`src/rtl/wk_pkg.sv`:
```
package wk_pkg;
  typedef enum logic [1:0] {
    DRV_PUSHPULL = 2'd0,
    DRV_HIGHSIDE = 2'd1,
    DRV_LOWSIDE  = 2'd2,
    DRV_SPARE    = 2'd3
  } drv_mode_e;
endpackage

```
`src/rtl/wk_short_mon.sv`:
```
module wk_short_mon
  import wk_pkg::*;
(
  input  logic       drv_en,
  input  logic [1:0] drv_mode,
  input  logic       drv_val,
  input  logic       line_lvl,
  input  logic       ovc,
  output logic       short_o
);
  drv_mode_e mode;
  assign mode = drv_mode_e'(drv_mode);

  // Push-pull: any mismatch between wire and driven value is a fight.
  // Open-drain variants only fight while their switch conducts.
  always_comb begin
    short_o = 1'b0;
    if (drv_en) begin
      unique case (mode)
        DRV_HIGHSIDE: short_o = drv_val  & (~line_lvl | ovc);
        DRV_LOWSIDE:  short_o = ~drv_val & (line_lvl | ovc);
        default:      short_o = (line_lvl ^ drv_val) | ovc;
      endcase
    end
  end
endmodule

```
`src/rtl/wk_qual_timer.sv`:
```
module wk_qual_timer #(
  parameter int unsigned QUAL_CYC = 80
) (
  input  logic clk,
  input  logic rst_n,
  input  logic arm,
  input  logic short_i,
  output logic hit_o
);
  localparam int unsigned QW = (QUAL_CYC > 1) ? $clog2(QUAL_CYC) : 1;
  localparam logic [QW-1:0] LAST = QW'(QUAL_CYC - 1);

  logic [QW-1:0] cnt;

  assign hit_o = arm & short_i & (cnt == LAST);

  always_ff @(posedge clk or negedge rst_n) begin
    if (!rst_n)                cnt <= '0;
    else if (!arm || !short_i) cnt <= '0;
    else if (cnt != LAST)      cnt <= cnt + 1'b1;
  end
endmodule

```
`src/rtl/wk_pulse_gen.sv`:
```
module wk_pulse_gen #(
  parameter int unsigned PULSE_CYC = 190
) (
  input  logic clk,
  input  logic rst_n,
  input  logic start,
  output logic busy_o
);
  localparam int unsigned PW = (PULSE_CYC > 1) ? $clog2(PULSE_CYC) : 1;
  localparam logic [PW-1:0] LAST = PW'(PULSE_CYC - 1);

  logic [PW-1:0] left;

  always_ff @(posedge clk or negedge rst_n) begin
    if (!rst_n) begin
      busy_o <= 1'b0;
      left   <= '0;
    end else if (start) begin
      busy_o <= 1'b1;
      left   <= LAST;
    end else if (busy_o) begin
      if (left == '0) busy_o <= 1'b0;
      else            left   <= left - 1'b1;
    end
  end
endmodule

```
`src/rtl/line_wake_detector.sv`:
```
module line_wake_detector #(
  parameter int unsigned CLK_MHZ  = 200,
  parameter int unsigned QUAL_US  = 80,
  parameter int unsigned PULSE_US = 190
) (
  input  logic       clk,
  input  logic       rst_n,
  input  logic       drv_en,
  input  logic [1:0] drv_mode,
  input  logic       drv_val,
  input  logic       line_lvl,
  input  logic       ovc,
  input  logic       irq_en,
  input  logic       irq_clr,
  output logic       wake_n,
  output logic       wake_irq
);
  localparam int unsigned QUAL_CYC  = CLK_MHZ * QUAL_US;
  localparam int unsigned PULSE_CYC = CLK_MHZ * PULSE_US;

  logic short_w;
  logic hit;
  logic busy;
  logic armed;
  logic rel_seen;
  logic rel_edge;

  wk_short_mon u_mon (
    .drv_en   (drv_en),
    .drv_mode (drv_mode),
    .drv_val  (drv_val),
    .line_lvl (line_lvl),
    .ovc      (ovc),
    .short_o  (short_w)
  );

  wk_qual_timer #(.QUAL_CYC(QUAL_CYC)) u_qual (
    .clk     (clk),
    .rst_n   (rst_n),
    .arm     (armed),
    .short_i (short_w),
    .hit_o   (hit)
  );

  wk_pulse_gen #(.PULSE_CYC(PULSE_CYC)) u_pulse (
    .clk    (clk),
    .rst_n  (rst_n),
    .start  (hit),
    .busy_o (busy)
  );

  // First edge without a short after a recognition.
  assign rel_edge = ~armed & ~rel_seen & ~short_w;

  always_ff @(posedge clk or negedge rst_n) begin
    if (!rst_n) begin
      armed    <= 1'b1;
      rel_seen <= 1'b0;
    end else if (armed) begin
      if (hit) begin
        armed    <= 1'b0;
        rel_seen <= 1'b0;
      end
    end else begin
      if (rel_edge) rel_seen <= 1'b1;
      if ((rel_seen || !short_w) && !busy) armed <= 1'b1;
    end
  end

  always_ff @(posedge clk or negedge rst_n) begin
    if (!rst_n)                  wake_irq <= 1'b0;
    else if (rel_edge && irq_en) wake_irq <= 1'b1;
    else if (irq_clr)            wake_irq <= 1'b0;
  end

  assign wake_n = ~busy;
endmodule

```
`config.mk`:
```
export PLATFORM = sky130hd
export DESIGN_NAME = line_wake_detector
export DESIGN_NICKNAME = d
export VERILOG_FILES = /design/src/rtl/wk_pkg.sv /design/src/rtl/wk_short_mon.sv /design/src/rtl/wk_qual_timer.sv /design/src/rtl/wk_pulse_gen.sv /design/src/rtl/line_wake_detector.sv
export SDC_FILE = /design/constraint.sdc
export NUM_CORES = 1
export LEC_CHECK = 0
export CORE_ASPECT_RATIO = 1.1
export CORE_UTILIZATION = 42
export CTS_CLUSTER_SIZE = 25
export DETAILED_ROUTE_END_ITERATION = 10
export SETUP_SLACK_MARGIN = 0.2
export SYNTH_ARGS = -nofsm -noshare
export SYNTH_HDL_FRONTEND = slang
export SYNTH_SLANG_ARGS = --single-unit
```
`constraint.sdc`:
```
create_clock -name clk -period 2.2 [get_ports clk]
set_input_delay 0.44 -clock clk [delete_from_list [all_inputs] [get_ports clk]]
set_output_delay 0.44 -clock clk [all_outputs]
set_load 0.03 [all_outputs]
```
==> results.md <==
- Of the total power, registers draw 0.523.
- TritonCTS built the clock tree.
- The startpoint kind of the worst setup timing path is a flip-flop.
- For this run the aggregate overflow at the end of global routing stands at 0.
- The reg-to-reg endpoint is u_pulse.left[8]$_DFFE_PN0P_.
- The number of instances in the synthesized netlist is about 180.
- The core region is slightly above 0.004 mm^2.
- The final layout contains routed wiring with a total length of 3720 um.
- The number of violations reported at the end of detailed-routing iteration 0 is 52.
- For this run, design rule violations remaining after detail routing come to 0.
- The internal power component is roughly 0.0011 W.
- The first TritonRoute pass finished after 4 iterations.
- The die is 64.2 um wide.
- The count of filler cells inserted in the layout is 368.
- The via count normalized by instance count is 5.39.
- Entering global routing, the biggest net connects 35 pins.
- Prior to clock tree synthesis, the placed netlist has a worst setup slack of -212 ps.
- Setup slack closes at 230 ps.
- The leading register cell type out of synthesis is sky130_fd_sc_hd__dfrtp_1.
- The via count of the first global-routing pass is 1407.
- Of the total power, the share spent switching nets is 0.296.
- The commonest cells after synthesis are 33 x sky130_fd_sc_hd__dfrtp_1, 24 x sky130_fd_sc_hd__nor2_1, 15 x sky130_fd_sc_hd__nand2_1.
- Summed over all nets, the switching power comes to between 0.0004 and 0.0005 W.
- The worst-path maximum fanout is 5.
- The distinct cell type count after synthesis is 42.
- The share of flip-flops with an asynchronous set or reset is 1.00.
- The path with the worst hold slack has its endpoint at armed$_DFF_PN1_.
- STA puts the critical path data arrival time at ~2200 ps.
- Derived from the worst setup path, the maximum achievable clock frequency is 507 MHz.
- For this run, global-route usage on met1 was measured as 0.217.
- The cell area after synthesis is about 0.0018 mm^2.
- Power spread over the standard cell area amounts to approximately 730 mW/mm^2.
- The wire length of the first global-routing pass is 6290 um.
- The initialized floorplan defines 24 standard-cell rows.
- The global router's overall resource usage is 0.184.
- The peak supply drop is just under 0.4 mV.
- For this design, the CTS-stage hold fixing added 0 buffers.
- The initial antenna violation count is 0.
- The share of total power dissipated in combinational logic is 0.180.
- CTS saw 34 sinks.
- The area growth from synthesis to layout is 22.4%.
- At the worst endpoint, the required time is 2420 ps.
- Routability-driven placement finished with a final weighted congestion of 0.819.
- The later pin in the worst-skew pair is clocked with a latency of 290 ps.
- Measured along the y axis, the die boundary spans 70.4 um.
- The number of endpoints with negative hold slack in the final report came to 0.
- The share of the Yosys chip area taken by registers is 0.477.
- The routing usage on met2 is 0.311.
- The total power after layout is 0.00159 W.
- The CTS H-tree depth is 2.
- The fraction of met3 tracks used by global routing is 0.0490.
- In the final routed layout, each cell accounts on average for 14.1 um.
- Buffers inserted during clock tree synthesis total 5.
- The depth of the worst hold-timing path is 1.
- The setup check on the worst reg-to-reg path leaves a slack of 230 ps.
- The antenna violation net count after detailed routing is 0.
- Synthesis produced a netlist with a net count of between 150 and 200.
- The critical path endpoint category is a flip-flop.
- For the finished layout, the period the worst path requires is between 1500 and 2000 ps.
- The count of vias placed by the detailed router is ~1400.
- Of the cells placed in the final design, the portion with a size suffix greater than 1 is 0.184.
- The HPWL after detailed placement is 2640 um.
- The tightest slew margin relative to the limit is 0.706.
- The register bit count reported by yosys is 34.
- The number of buffers on the longest clock path is 2.
- The share of synthesized area in the top cell type comes to 0.463.
- The largest area contributor in the netlist is sky130_fd_sc_hd__dfrtp_1.
- The logic depth of the worst register-to-register path is 5.
- Dividing the final minimum period by the clock period gives 0.896.
- The final setup violation count is 0.
- The clock transition at the registers of the reported paths is ~70 ps.
- The peak-usage layer in the global routing report is met2.
- The number of nets in the final layout is between 200 and 250.
- In the post-synthesis netlist, the cell with the most instances is sky130_fd_sc_hd__dfrtp_1.
- Setup repair after global routing could not meet its margin everywhere.
- At the pin with the least slew margin, the transition time is 441 ps.
- The Yosys step of the flow raised 0 warnings.
- The worst setup path is of the flip-flop to flip-flop kind.
- For the final database, setup skew stands at 4.61 ps.
- 0 antenna diodes ended up in the layout.
- The worst register-to-register path begins at u_pulse.left[4]$_DFFE_PN0P_.
- The total of buffers placed on input and output ports is 11.
- The cell sitting at the root of the clock tree is a sky130_fd_sc_hd__clkbuf_8.
- The floorplan step defined a die boundary enclosing around 0.0045 mm^2.
- The count of final max-slew check failures is 0.
- The initial utilization of the core area, before any placement, comes to 0.444.
- The number of enable-type register cells in the synthesized netlist is 0.
- The tool flagged a number of max-cap violations equal to 0.
- The run finished with clean final reports.
- The average size of a mapped cell is between 9 and 10 um^2.
- By area the synthesized netlist is led by sky130_fd_sc_hd__dfrtp_1 46%, sky130_fd_sc_hd__nor2_1 5.0%, sky130_fd_sc_hd__xnor2_1 4.9%.
- Of the total power, the clock network draws 0.297.
- The number of top-level pins is 12.
- The leakage power summed over all cells is 0.886 nW.
- The path class of the tightest hold or removal check is flip-flop to flip-flop.
- The startpoint identified for the worst hold timing path is u_pulse.busy_o$_DFF_PN0_.
-- cells by family (layout without fill, tap and decap cells) --
| family | count (synthesis) | in the layout | synth area share |
|---|---|---|---|
| XOR/XNOR | 18 | 18 | 0.0883 |
| multiplexers | 3 | 3 | 0.0175 |
| flip-flops | 34 | 34 | 0.477 |
| buffers and inverters | 13 | 40 | 0.0280 |
| AND/OR/NAND/NOR | 86 | 87 | 0.266 |
| AO/OA/AOI/OAI | 25 | 25 | 0.0876 |
| adder cells (fa/ha/maj) | 5 | 5 | 0.0350 |
-- worst max-delay path, stage by stage, from the launching register on --
cell and delay, ps:
sky130_fd_sc_hd__dfrtp_1 450, sky130_fd_sc_hd__nor3_4 220, sky130_fd_sc_hd__or3b_4 430, sky130_fd_sc_hd__or3_1 330, sky130_fd_sc_hd__or3_1 330, sky130_fd_sc_hd__a21oi_2 130
-- layer usage --
metal / wire length, um / vias to the layer above
met5: 0 / -
met4: 40 / 0
met1: 1640 / 686
met3: 108 / 4
li1: - / 708
met2: 1930 / 24
-- power by group through the flow --
stage | registers [W] | logic [W] | clock network (W)
floorplan | 0.000812 | 0.000188 | 0
global placement | 0.000829 | 0.000268 | 0
detailed placement | 0.000834 | 0.000276 | 0
CTS | 0.000823 | 0.000278 | 0.000488
global route | 0.000848 | 0.000326 | 0.000516
finish | 0.000834 | 0.000287 | 0.000472
-- registers in the layout, summed over array words and instances (netlist names) --
register,flops
u_pulse.left,16
u_qual.cnt,14
armed,1
rel_seen,1
u_pulse.busy_o,1
wake_irq,1
-- how the worst max path moves through the flow --
stage	depth (start not counted)	startpoint	slack (ps)	endpoint
final	5	u_pulse.left[4]$_DFFE_PN0P_	230	u_pulse.left[8]$_DFFE_PN0P_
after global routing	7	u_pulse.left[0]$_DFFE_PN0P_	150	u_pulse.left[8]$_DFFE_PN0P_
after CTS	8	drv_mode[0]	200	u_pulse.left[13]$_DFFE_PN0P_
after detailed placement	8	drv_mode[0]	-210	u_pulse.left[13]$_DFFE_PN0P_
after global placement	8	drv_mode[0]	-120	u_pulse.left[5]$_DFFE_PN0P_
after floorplan	8	drv_mode[0]	220	u_pulse.left[1]$_DFFE_PN0P_
-- stage by stage --
stage,TNS [ps],cell area (um^2),util,instances,hold slack [ps]
4_1_cts,0,2120,0.528,261,506
3_3_place_gp,-1410,2030,0.503,253,490
5_1_grt,0,2190,0.543,264,522
2_1_floorplan,0,1790,-,184,144
3_5_place_dp,-2580,2030,0.503,253,495
6_report,0,2190,0.543,264,498
-- timing repair --
item,in CTS,in global routing
pin swaps,1,4
setup buffers,0,2
resized for setup,4,9
gates cloned,0,1
setup endpoints to repair,15,10
-- layout by cell type (no fill, tap or decap), types with 3 or more instances in the layout --
cell type,synthesis,layout
sky130_fd_sc_hd__a21oi_1,7,7
sky130_fd_sc_hd__buf_4,0,12
sky130_fd_sc_hd__clkbuf_8,0,6
sky130_fd_sc_hd__clkdlybuf4s50_1,0,9
sky130_fd_sc_hd__dfrtp_1,33,32
sky130_fd_sc_hd__ha_1,5,5
sky130_fd_sc_hd__inv_1,9,7
sky130_fd_sc_hd__nand2_1,15,15
sky130_fd_sc_hd__nand3_1,9,9
sky130_fd_sc_hd__nand4_1,6,6
sky130_fd_sc_hd__nor2_1,24,23
sky130_fd_sc_hd__nor3_1,6,6
sky130_fd_sc_hd__nor4_1,3,3
sky130_fd_sc_hd__o21ai_0,8,8
sky130_fd_sc_hd__or3_1,6,5
sky130_fd_sc_hd__xnor2_1,10,10
sky130_fd_sc_hd__xor2_1,8,8
-- cell type report --
type	instances	area (um^2)	area share
clock inverters	1	5.00	0.00229
well taps	52	65.1	0.0298
clock buffers	7	86.3	0.0395
repair buffers	23	205	0.0939
flip-flops and latches	34	853	0.390
multi-input cells	138	937	0.429
inverters	9	33.8	0.0155
Note: power is estimated with default switching activity, not from simulation.
